`src/rtl/psat_pkg.sv`:
```
package psat_pkg;

  localparam int unsigned WORD_W  = 32;
  localparam int unsigned HALF_W  = WORD_W / 2;
  localparam int unsigned BYTE_W  = WORD_W / 4;
  localparam int unsigned N_HALF  = WORD_W / HALF_W;
  localparam int unsigned N_BYTE  = WORD_W / BYTE_W;
  localparam int unsigned OP_W    = 3;

  typedef enum logic [OP_W-1:0] {
    OP_HADD   = 3'd0,
    OP_XSUBAD = 3'd1,
    OP_XADDSB = 3'd2,
    OP_HSUB   = 3'd3,
    OP_BADD   = 3'd4,
    OP_RSV5   = 3'd5,
    OP_RSV6   = 3'd6,
    OP_BSUB   = 3'd7
  } op_code_e;

  typedef struct packed {
    logic byte_mode;
    logic xchg;
    logic sub_lo;
    logic sub_hi;
    logic illegal;
  } op_ctrl_t;

endpackage

```
`src/rtl/psat_lane.sv`:
```
module psat_lane #(
  parameter int unsigned W = 16
) (
  input  logic [W-1:0] x,
  input  logic [W-1:0] y,
  input  logic         sub,
  output logic [W-1:0] r
);
  localparam logic [W-1:0] MAX_POS = {1'b0, {(W-1){1'b1}}};
  localparam logic [W-1:0] MAX_NEG = {1'b1, {(W-1){1'b0}}};

  logic [W-1:0] wrapped;
  logic         sign_mix;
  logic         sign_flip;
  logic         ovf;

  always_comb begin
    wrapped   = sub ? (x - y) : (x + y);
    sign_mix  = x[W-1] ^ y[W-1];
    sign_flip = wrapped[W-1] ^ x[W-1];
    ovf       = sign_flip & (sub ? sign_mix : ~sign_mix);
    if (ovf) r = x[W-1] ? MAX_NEG : MAX_POS;
    else     r = wrapped;
  end
endmodule

```
`src/rtl/psat_decode.sv`:
```
module psat_decode
  import psat_pkg::*;
(
  input  logic [OP_W-1:0] op,
  output op_ctrl_t        ctrl
);
  always_comb begin
    ctrl = '0;
    unique case (op_code_e'(op))
      OP_HADD:   ctrl = '{byte_mode:1'b0, xchg:1'b0, sub_lo:1'b0, sub_hi:1'b0, illegal:1'b0};
      OP_XSUBAD: ctrl = '{byte_mode:1'b0, xchg:1'b1, sub_lo:1'b1, sub_hi:1'b0, illegal:1'b0};
      OP_XADDSB: ctrl = '{byte_mode:1'b0, xchg:1'b1, sub_lo:1'b0, sub_hi:1'b1, illegal:1'b0};
      OP_HSUB:   ctrl = '{byte_mode:1'b0, xchg:1'b0, sub_lo:1'b1, sub_hi:1'b1, illegal:1'b0};
      OP_BADD:   ctrl = '{byte_mode:1'b1, xchg:1'b0, sub_lo:1'b0, sub_hi:1'b0, illegal:1'b0};
      OP_BSUB:   ctrl = '{byte_mode:1'b1, xchg:1'b0, sub_lo:1'b1, sub_hi:1'b1, illegal:1'b0};
      default:   ctrl = '{byte_mode:1'b0, xchg:1'b0, sub_lo:1'b0, sub_hi:1'b0, illegal:1'b1};
    endcase
  end
endmodule

```
`src/rtl/psat_half_unit.sv`:
```
module psat_half_unit
  import psat_pkg::*;
(
  input  logic [WORD_W-1:0] a,
  input  logic [WORD_W-1:0] b,
  input  logic              xchg,
  input  logic              sub_lo,
  input  logic              sub_hi,
  output logic [WORD_W-1:0] r
);
  for (genvar i = 0; i < N_HALF; i++) begin : g_half
    localparam int unsigned OPP = N_HALF - 1 - i;
    logic [HALF_W-1:0] y_sel;
    logic              sub_sel;
    assign y_sel   = xchg ? b[OPP*HALF_W +: HALF_W] : b[i*HALF_W +: HALF_W];
    assign sub_sel = (i == 0) ? sub_lo : sub_hi;
    psat_lane #(.W(HALF_W)) u_lane (
      .x  (a[i*HALF_W +: HALF_W]),
      .y  (y_sel),
      .sub(sub_sel),
      .r  (r[i*HALF_W +: HALF_W])
    );
  end
endmodule

```
`src/rtl/psat_byte_unit.sv`:
```
module psat_byte_unit
  import psat_pkg::*;
(
  input  logic [WORD_W-1:0] a,
  input  logic [WORD_W-1:0] b,
  input  logic              sub,
  output logic [WORD_W-1:0] r
);
  for (genvar i = 0; i < N_BYTE; i++) begin : g_byte
    psat_lane #(.W(BYTE_W)) u_lane (
      .x  (a[i*BYTE_W +: BYTE_W]),
      .y  (b[i*BYTE_W +: BYTE_W]),
      .sub(sub),
      .r  (r[i*BYTE_W +: BYTE_W])
    );
  end
endmodule

```
`src/rtl/psat_alu.sv`:
```
module psat_alu
  import psat_pkg::*;
(
  input  logic              clk,
  input  logic              rst,
  input  logic              in_valid,
  output logic              in_ready,
  input  logic [WORD_W-1:0] in_a,
  input  logic [WORD_W-1:0] in_b,
  input  logic [OP_W-1:0]   in_op,
  output logic              out_valid,
  input  logic              out_ready,
  output logic [WORD_W-1:0] out_data,
  output logic              out_illegal
);
  op_ctrl_t          ctrl;
  logic [WORD_W-1:0] half_res;
  logic [WORD_W-1:0] byte_res;
  logic [WORD_W-1:0] next_res;
  logic              accept;

  psat_decode u_dec (.op(in_op), .ctrl(ctrl));

  psat_half_unit u_half (
    .a     (in_a),
    .b     (in_b),
    .xchg  (ctrl.xchg),
    .sub_lo(ctrl.sub_lo),
    .sub_hi(ctrl.sub_hi),
    .r     (half_res)
  );

  psat_byte_unit u_byte (
    .a  (in_a),
    .b  (in_b),
    .sub(ctrl.sub_lo),
    .r  (byte_res)
  );

  always_comb begin
    if (ctrl.illegal)        next_res = '0;
    else if (ctrl.byte_mode) next_res = byte_res;
    else                     next_res = half_res;
  end

  assign in_ready = ~out_valid | out_ready;
  assign accept   = in_valid & in_ready;

  always_ff @(posedge clk) begin
    if (rst) begin
      out_valid   <= 1'b0;
      out_data    <= '0;
      out_illegal <= 1'b0;
    end else if (accept) begin
      out_valid   <= 1'b1;
      out_data    <= next_res;
      out_illegal <= ctrl.illegal;
    end else if (out_ready) begin
      out_valid   <= 1'b0;
    end
  end
endmodule

```
`config.mk`:
```
export PLATFORM = sky130hd
export DESIGN_NAME = psat_alu
export DESIGN_NICKNAME = d
export VERILOG_FILES = /design/src/rtl/psat_pkg.sv /design/src/rtl/psat_lane.sv /design/src/rtl/psat_decode.sv /design/src/rtl/psat_half_unit.sv /design/src/rtl/psat_byte_unit.sv /design/src/rtl/psat_alu.sv
export SDC_FILE = /design/constraint.sdc
export NUM_CORES = 1
export LEC_CHECK = 0
export BUFFER_PORTS_ARGS = -buffer_cell sky130_fd_sc_hd__buf_2
export CAP_MARGIN = 20
export CORE_MARGIN = 2
export CORE_UTILIZATION = 41
export DETAILED_ROUTE_END_ITERATION = 8
export PLACE_DENSITY_LB_ADDON = 0.08
export SETUP_SLACK_MARGIN = 0.5
export SLEW_MARGIN = 20
export SYNTH_ARGS = -nofsm -noshare
export SYNTH_HDL_FRONTEND = slang
export SYNTH_HIERARCHICAL = 1
export SYNTH_SLANG_ARGS = --single-unit
```
`constraint.sdc`:
```
create_clock -name clk -period 9.5 [get_ports clk]
set_input_delay 1.425 -clock clk [delete_from_list [all_inputs] [get_ports clk]]
set_output_delay 1.425 -clock clk [all_outputs]
set_load 0.01 [all_outputs]
```
Yosys cells after proc, flatten, opt, wreduce, memory -nomap -nowiden --
Index checks and enable logic that the tools add are counted.
Cells by class: $add $sub $neg 12, shifts and indexed selects 0, equality and inequality tests 5, $lt $le $gt $ge 0, $mul 0, reduce and logical (&&, ||, !) cells 2, mux-type cells 31, bitwise logic cells 27, divide/modulo/power cells 0
Operator list (count):
- 16-bit 2-to-1 mux | 8
- 8-bit 2-to-1 mux | 12
- 32-bit 2-to-1 mux | 2
- 16-bit adder | 2
- 8-bit adder | 4
- 16-bit subtractor | 2
- 8-bit subtractor | 4
- 5-bit case mux with 6 select lines | 1
- 1-bit bitwise XOR | 12
- 1-bit 2-to-1 mux | 8
- 1-bit AND | 7
- 1-bit inverter | 7
- 3-bit by 2-bit equality test with 1-bit output (second input constant) | 2
- 3-bit equality test (second input constant) | 2
- 3-bit by 1-bit equality test with 1-bit output (second input constant) | 1
- 3-bit zero test | 1
- 2-bit nonzero test | 1
- 1-bit OR | 1
Storage, ports and cells: register bits after elaboration 34, logic and storage cells 80, bits in latches 0, memories 0, bits in writable memories 0, ROM bits 0, input port bits 71, output and inout port bits 35

Depth between registers and ports, before layout --
Gate-level depths: netlist (run 1).
depth in word-level cells 10, depth in mapped cells 24, depth with buffers taken out 21

Cells and area by module --
The synthesis (run 1) kept the hierarchy.
By module, submodules not included:
- psat_lane (u_byte.g_byte[0].u_lane ...) | sequential area each 0.0 um2, area each 596.8 um2, instances 4, cells an instance 78
- psat_lane (u_half.g_half[0].u_lane) | sequential area each 0.0 um2, area each 1999.4 um2, instances 1, cells an instance 288
- psat_alu | sequential area each 680.7 um2, area each 1636.6 um2, instances 1, cells an instance 117
- psat_lane (u_half.g_half[1].u_lane) | sequential area each 0.0 um2, area each 1318.8 um2, instances 1, cells an instance 197
- psat_half_unit | sequential area each 0.0 um2, area each 544.3 um2, instances 1, cells an instance 36
- psat_decode | sequential area each 0.0 um2, area each 42.5 um2, instances 1, cells an instance 8

Worst setup path after synthesis (run 1) --
No wires, ideal clock.
path type in2reg, from in in_op[1], to reg out_data[0], arrival 5.482 ns, path buffers 3, library setup time 0.068 ns, required time 9.432 ns, stages on the path 21, slack 3.950 ns, cells stage by stage xnor2_1 > nor2_1 > buf_6 > buf_12 > mux2_4 > nor4_2 > nor3b_4 > nand3b_4 > o41ai_1 > xor2_1 > ha_1 > and2_1 > nand3_1 > o21ai_1 > nand2_1 > clkbuf_1 > o21ai_0 > o31ai_1 > a211oi_1 > mux2i_1 > o2bb2ai_2
RTL lines:
- start: declaration | line psat_alu.sv:10 | input logic [OP_W-1:0] in_op,
- end signal: assignment | line psat_alu.sv:56 | out_data <= next_res;
- end: declaration | line psat_alu.sv:13 | output logic [WORD_W-1:0] out_data,

==> results of run 1 <==
-- per-stage QoR --
stage,hold slack (ns),std cells
2_1_floorplan,0.491,958
3_3_place_gp,0.445,1279
3_5_place_dp,0.445,1279
4_1_cts,0.467,1286
5_1_grt,0.476,1286
6_report,0.461,1286
-- power by group through the flow --
stage	sequential, uW	combinational, uW	clock (uW)
2_1_floorplan	192	788	0
3_3_place_gp	186	992	0
3_5_place_dp	185	993	0
4_1_cts	182	1000	169
5_1_grt	185	1110	173
6_report	182	1000	162
-- worst max-delay path: cells and delay by family --
family / cells / cell delay [ns]
muxes: 2 / 0.50
buffers and inverters: 2 / 0.56
xor gates and xnor gates: 2 / 0.30
and+or+nand+nor: 7 / 1.73
adders and majority gates: 1 / 0.36
AOI/OAI and AO/OA: 6 / 1.57
-- layout by cell type (no fill, tap or decap), drive strengths merged, types with 4 or more instances in the layout --
cell / netlist / layout
buf: 31 / 112
a21oi: 87 / 87
xnor2: 83 / 83
o21ai: 66 / 66
ha: 64 / 64
nor2: 64 / 64
inv: 58 / 58
mux2i: 38 / 38
mux2: 36 / 36
dfxtp: 34 / 34
xor2: 33 / 33
o2bb2ai: 32 / 32
o22ai: 31 / 31
a31oi: 28 / 28
a21boi: 26 / 26
nor3: 23 / 23
nand2: 22 / 22
o211ai: 19 / 19
nand3: 17 / 17
a21o: 15 / 15
nand2b: 14 / 14
nor2b: 14 / 14
a211oi: 12 / 12
a2bb2oi: 11 / 11
o21a: 8 / 8
clkbuf: 20 / 7
o21bai: 6 / 6
fa: 6 / 6
o2111a: 5 / 5
o41ai: 4 / 4
and3: 4 / 4
a2111oi: 4 / 4
nand4: 4 / 4
-- registers in the layout (all words and copies together), names as in the netlist --
name / flops
out_data: 32
out_illegal: 1
out_valid: 1
-- final cells by class --
class / instances / area (um^2) / share of cell area
multi-input cells: 815 / 6660 / 0.775
flip-flops and latches: 34 / 681 / 0.0792
repair buffers: 112 / 578 / 0.0672
well taps: 260 / 325 / 0.0378
inverters: 58 / 218 / 0.0253
clock buffers: 7 / 133 / 0.0154
-- final timing paths --
kind             endpoint  slack, ns  depth (start not counted)
max           out_data[0]       3.26                         20
min          out_data[26]       0.46                          1
max reg2reg  out_data[25]       8.15                          4
min reg2reg  out_data[26]       0.46                          1
-- routing by layer --
layer  up-vias  share of wire  wire length [um]  track usage
li1       3720              -                 -            -
met1      3480           0.47             10700        0.289
met2       128           0.50             11300        0.389
met3         4          0.032               720       0.0258
met4         0         0.0023                52       0.0172
met5         -              0                 0            0
-- kinds of logic after synthesis --
| kind of cell | after synthesis |
|---|---|
| and+or+nand+nor | 180 |
| AOI/OAI and AO/OA | 374 |
| adders and majority gates | 71 |
| muxes | 74 |
| buffers and inverters | 109 |
| xor gates and xnor gates | 116 |
| DFF | 34 |
==> parameters.txt, run 1 <==
Parameter                              Value

STA
  Final count of pins violating max slew    0
  Final period utilization    0.657
  Headroom to the max-slew limit    0.271
  Top achievable clock speed    between 150 and 200 MHz
  Actual slew at the worst max-slew pin    approximately 1.1 ns
  Final Setup Violations    0
  Endpoints failing hold    0
  Min setup slack post-route    3.26 ns
  Final Skew    0.00480 ns
  Post-route minimum period    approximately 6.2 ns
  Setup repair after global routing missed its margin    false
  Setup TNS    0 ns

Logic synthesis
  Cell with the most instances after synthesis    sky130_fd_sc_hd__a21oi_1
  Post-synth top cells    84 x sky130_fd_sc_hd__a21oi_1, 78 x sky130_fd_sc_hd__xnor2_1, 64 x sky130_fd_sc_hd__ha_1, 64 x sky130_fd_sc_hd__nor2_1
  Multiplexer area fraction after synthesis    0.113
  Top FF cell, synth    sky130_fd_sc_hd__dfxtp_1
  Syn Std Cell Area    7930 um^2
  Synthesized netlist cell count    958
  Synthesized Nets    1099
  Post-Synth Adder-Cell Area    0.117
  Dominant combinational cell family by area after synthesis    compound AO/OA/AOI/OAI gates
  Avg Inst Size Synth    8.28 um^2
  Number of enable flip-flop cells after synthesis    0
  Synthesized-area fraction occupied by ao, oa, aoi and oai cells    0.348
  Top-area cell type share of the netlist area    0.101
  Simple-gate share of the synthesized area    0.123
  Top post-synthesis cells by area    sky130_fd_sc_hd__ha_1 10%, sky130_fd_sc_hd__xnor2_1 8.6%, sky130_fd_sc_hd__dfxtp_1 8.6%
  Cell type contributing the most total cell area after synthesis    sky130_fd_sc_hd__ha_1
  Register area share after synthesis    0.0858
  Post-synthesis xor/xnor area fraction    0.137
  Fraction of registers with async set/reset    0
  #FFs+latches synth    34
  Unique masters post-synth    79
  Yosys Warn Count    6

Placed design
  Pre-CTS worst setup slack    3.06 ns
  Placed standard-cell area    ~8500 um^2
  Final weighted congestion in routability-driven placement    0.841
  Post-detailed-placement half-perimeter wirelength    17.8 mm
  Port bufs    105

Worst setup path
  Critical Path Slowest Stage Cell    sky130_fd_sc_hd__buf_4
  Cell Chain, Critical Path    buf_2 -> xnor2_1 -> nor2_4 -> buf_4 -> mux2_4 -> nor4_2 -> nor3b_4 -> nand3b_4 -> o41ai_1 -> xor2_1 -> ha_1 -> and2_1 -> nand3_1 -> o21ai_1 -> nand2_1 -> o21ai_0 -> o31ai_1 -> a211oi_1 -> mux2i_1 -> o2bb2ai_2
  Maximum fanout along the worst path    32
  Worst path max stage delay    0.45 ns
  Crit path from    in_op[1]
  Data arrival time of the critical path    around 6.5 ns
  Startpoint Class    input pin
  Critical setup path kind    input pin to flip-flop
  Reg2Reg Launch Point    out_valid
  Setup crit end kind    flip-flop
  Critical Path RT    around 9.7 ns

Power and ir drop
  Switching power share of the total    0.489
  Part of the power in combinational logic    0.745
  Leakage power total    0.00361 uW
  Cell-internal power    between 600 and 700 uW
  Total power    1350 uW
  Sequential Power Share    0.135
  Pwr dens    157 nW/um^2
  VDD IR max    0.0000803 V
  Switching power total    658 uW
  Fraction of power consumed by the clock network    0.120

Floorplan
  I/O pin total    106
  DIE WIDTH    143 um
  Number of cell rows    50
  Die Y-Extent    143 um
  Effective utilization at floorplan    0.421
  Area of the core    roughly 19000 um^2
  Area enclosed by the die boundary    20500 um^2

Detailed routing
  Post-detailed-route count of antenna-violating nets    0
  Post-route DRC    0
  Vias    approximately 7300
  First-iteration detailed-routing DRC count    362
  Vias per cell    5.70
  Number of iterations in the first detailed-routing pass    5
  Final WL    22.7 mm
  Per-cell routed wire length    17.7 um

Cells and area
  Area added between synthesis and finish    8.43%
  Layout fillers    approximately 2000
  Share of post-route cells with drive strength above 1    0.221
  Final nets    1167
  Cell area after layout    8600 um^2
  Util after Layout    0.457
  Antenna diode count    0

Clock tree
  Post-CTS setup buffer count    0
  Hold buffer count at cts    0
  Worst-case clock buffer depth    2
  Root cell of the clock tree    sky130_fd_sc_hd__clkbuf_16
  CTS tree    yes
  Count of cells resized by post-cts repair    0
  Worst skew pair latency    0.28 ns
  Number of buffers created by CTS    5
  Max H-tree Level    2
  Number of clock sinks    34
  Clock transition time at the flip-flop clock pins of the worst setup and hold paths    0.06 ns

Run status
  Status    completed

GRT
  Gr ovfl total    0
  Total Routing Usage GR    0.217
  First-pass GRT wire length    35.7 mm
  Largest net degree at the start of global routing    68
  Number of antenna violations at the first check in global routing    1
  Number of global-route vias before repair    6827

Worst hold path
  HP Start    out_data[26]
  Class of the most critical hold timing path    flip-flop to flip-flop

Flow run
  Number of maximum-capacitance constraint violations    0
No activity file was read; power rests on OpenSTA's default activity.
==> inputs of run 2 (changes only) <==
==> constraint.sdc (replaced) <==
create_clock -name clk -period 5.8 [get_ports clk]
set_input_delay 0.87 -clock clk [delete_from_list [all_inputs] [get_ports clk]]
set_output_delay 0.87 -clock clk [all_outputs]
set_load 0.01 [all_outputs]
==> run 2 against run 1 <==
  * Die area stayed put
  * Sequential share of layout area decreased by 0.20 points
  * Total power rose by 70%
  * Setup slack lost 2.5 ns
  * Critical path type unchanged
  * Highest routed layer unchanged
==> parameters.txt, run 2 (synthesized netlist as in run 1, its figures left out) <==
Parameter                              Value

Run status
  Status    completed (unchanged)

Clock tree
  Number of buffers created by CTS    5 (unchanged)
  Worst skew pair latency    0.29 ns (was 0.28 ns)
  Number of clock sinks    34 (unchanged)
  Worst-case clock buffer depth    2 (unchanged)
  Root cell of the clock tree    sky130_fd_sc_hd__clkbuf_16 (unchanged)
  CTS tree    yes (unchanged)
  Max H-tree Level    2 (unchanged)
  Clock transition time at the flip-flop clock pins of the worst setup and hold paths    0.06 ns (about the same)

GRT
  Number of global-route vias before repair    6751 (was 6827)
  Gr ovfl total    0 (unchanged)
  Total Routing Usage GR    0.218 (was 0.217)
  Largest net degree at the start of global routing    47 (was 68)
  Number of antenna violations at the first check in global routing    0 (was 1)
  First-pass GRT wire length    35.8 mm (was 35.7 mm)

Cells and area
  Area added between synthesis and finish    11.2% (was 8.43%)
  Flip-flop count of the largest register after layout    32 (unchanged)
  Layout fillers    1896 (was 1962)
  Biggest register    out_data (unchanged)
  Footprint of the flip-flops and latches    681 um^2 (unchanged)
  Util after Layout    0.468 (was 0.457)
  Antenna diode count    0 (unchanged)
  Final std cells w/o fill    1301 (was 1286)
  Area occupied by multi-input gates    6710 um^2 (was 6660 um^2)
  Share of post-route cells with drive strength above 1    0.239 (was 0.221)
  Final nets    1181 (was 1167)
  Commonest cells after routing, fill and taps aside    105 x sky130_fd_sc_hd__buf_2, 83 x sky130_fd_sc_hd__a21oi_1, 77 x sky130_fd_sc_hd__xnor2_1 (was 105 x sky130_fd_sc_hd__buf_2, 83 x sky130_fd_sc_hd__a21oi_1, 78 x sky130_fd_sc_hd__xnor2_1)
  Most common cell after layout, fill and taps aside    sky130_fd_sc_hd__buf_2 (unchanged)
  Top flop regs    out_data (32), out_illegal (1), out_valid (1) (unchanged)

Power and ir drop
  VDD IR max    0.000163 V (was 0.0000803 V)
  Pwr dens    260 nW/um^2 (was 157 nW/um^2)
  Leakage power total    0.00372 uW (was 0.00361 uW)

STA
  Post-route minimum period    5.02 ns
  Headroom to the max-slew limit    0.343 (was 0.271)
  Actual slew at the worst max-slew pin    0.978 ns (was 1.09 ns)
  Setup repair after global routing missed its margin    true (was false)
  Setup TNS    0 ns (unchanged)
  Final Skew    0.00384 ns (was 0.00480 ns)
  Top achievable clock speed    around 200 MHz
  Final period utilization    0.866
  Final count of pins violating max slew    0 (unchanged)
  Final Setup Violations    0 (unchanged)
  Min setup slack post-route    0.776 ns (was 3.26 ns)
  Endpoints failing hold    0 (unchanged)

Floorplan
  Area enclosed by the die boundary    20500 um^2 (unchanged)
  Area of the core    18800 um^2 (unchanged)
  Die Y-Extent    143 um (unchanged)
  Effective utilization at floorplan    0.421 (unchanged)
  I/O pin total    106 (unchanged)
  DIE WIDTH    143 um (unchanged)
  Number of cell rows    50 (unchanged)

Placed design
  Post-detailed-placement half-perimeter wirelength    17.9 mm (was 17.8 mm)
  Number of instances in the placed design    1287 (was 1279)
  Port bufs    105 (unchanged)
  Pre-CTS worst setup slack    0.238 ns (was 3.06 ns)
  Final weighted congestion in routability-driven placement    0.824 (was 0.841)

Detailed routing
  Top routing layer in use    met4 (unchanged)
  Post-route DRC    0 (unchanged)
  Per-cell routed wire length    17.4 um (was 17.7 um)
  Final WL    22.7 mm (about the same)
  Routed wire length on met2    10.8 mm (was 11.3 mm)
  Met3 wirelength from detailed routing    580 um (was 720 um)
  Number of iterations in the first detailed-routing pass    5 (unchanged)
  Post-detailed-route count of antenna-violating nets    0 (unchanged)
  Vias    7237 (was 7332)
  Met1 Routed Length    11.0 mm (was 10.7 mm)
  Vias per cell    5.56 (was 5.70)
  First-iteration detailed-routing DRC count    253 (was 362)

Worst setup path
  Maximum fanout along the worst path    23 (was 32)
  Data arrival time of the critical path    5.25 ns (was 6.46 ns)
  Critical Path RT    6.03 ns (was 9.72 ns)
  Startpoint Class    input pin (unchanged)
  Critical setup path kind    input pin to flip-flop (unchanged)
  Setup crit end kind    flip-flop (unchanged)

Flow run
  Number of maximum-capacitance constraint violations    0 (unchanged)

Worst hold path
  Class of the most critical hold timing path    flip-flop to flip-flop (unchanged)
==> run 2: repair_timing <==
action,4_1_cts,5_1_grt
hold buffers,0,0
gates resized for setup,0,10
setup buffers,0,5
setup endpoints to repair,0,25
==> run 2: area by class of cell <==
class,instances,share of cell area
clock buffer,7,0.0150
clock inverter,1,0.00341
inverter,58,0.0247
multi-input combinational,815,0.761
sequential,34,0.0772
tap,260,0.0369
timing repair buffer,126,0.0816
==> run 2: final timing paths <==
path,start,end,slack [ns],cells after the start
min,out_data[8],out_data[8],0.47,1
min reg2reg,out_data[8],out_data[8],0.47,1
max reg2reg,out_valid,out_data[26],4.42,4
max,in_op[1],out_data[17],0.78,22
==> run 2: worst max-delay path, stage by stage <==
cell	delay, ns
sky130_fd_sc_hd__buf_2	0.12
sky130_fd_sc_hd__xnor2_2	0.25
sky130_fd_sc_hd__nor2_4	0.07
sky130_fd_sc_hd__buf_12	0.15
sky130_fd_sc_hd__buf_4	0.15
sky130_fd_sc_hd__buf_4	0.15
sky130_fd_sc_hd__mux2_4	0.33
sky130_fd_sc_hd__or4_1	0.47
sky130_fd_sc_hd__and2b_1	0.27
sky130_fd_sc_hd__a21oi_1	0.09
sky130_fd_sc_hd__xnor2_1	0.18
sky130_fd_sc_hd__ha_1	0.33
sky130_fd_sc_hd__a21oi_1	0.25
sky130_fd_sc_hd__o21ai_0	0.12
sky130_fd_sc_hd__a31oi_1	0.18
sky130_fd_sc_hd__o211ai_1	0.12
sky130_fd_sc_hd__xnor2_1	0.24
sky130_fd_sc_hd__buf_6	0.21
sky130_fd_sc_hd__and2_2	0.27
sky130_fd_sc_hd__a2bb2oi_1	0.18
sky130_fd_sc_hd__mux2i_1	0.11
sky130_fd_sc_hd__o2bb2ai_2	0.14
==> run 2: report_power, final <==
| part | switching [uW] | internal, uW | total, uW |
|---|---|---|---|
| Sequential | 26.9 | 270 | 297 |
| Clock | 119 | 204 | 323 |
| Combinational | 944 | 726 | 1670 |
| Total | 1090 | 1200 | 2290 |
==> run 2: per-layer routing <==
layer,global-route usage,vias to the layer above
li1,-,3747
met5,0,-
met1,0.293,3365
met3,0.0262,19
met4,0.0375,0
met2,0.377,106
==> run 2: stage by stage <==
stage | hold WS (ns) | total power [uW] | cell area [um^2]
4_1_cts | 0.472 | 2280 | 8690
3_5_place_dp | 0.454 | 1930 | 8520
6_report | 0.467 | 2290 | 8820
5_1_grt | 0.478 | 2490 | 8820
2_1_floorplan | 0.491 | 1600 | 7930
3_3_place_gp | 0.456 | 1940 | 8520
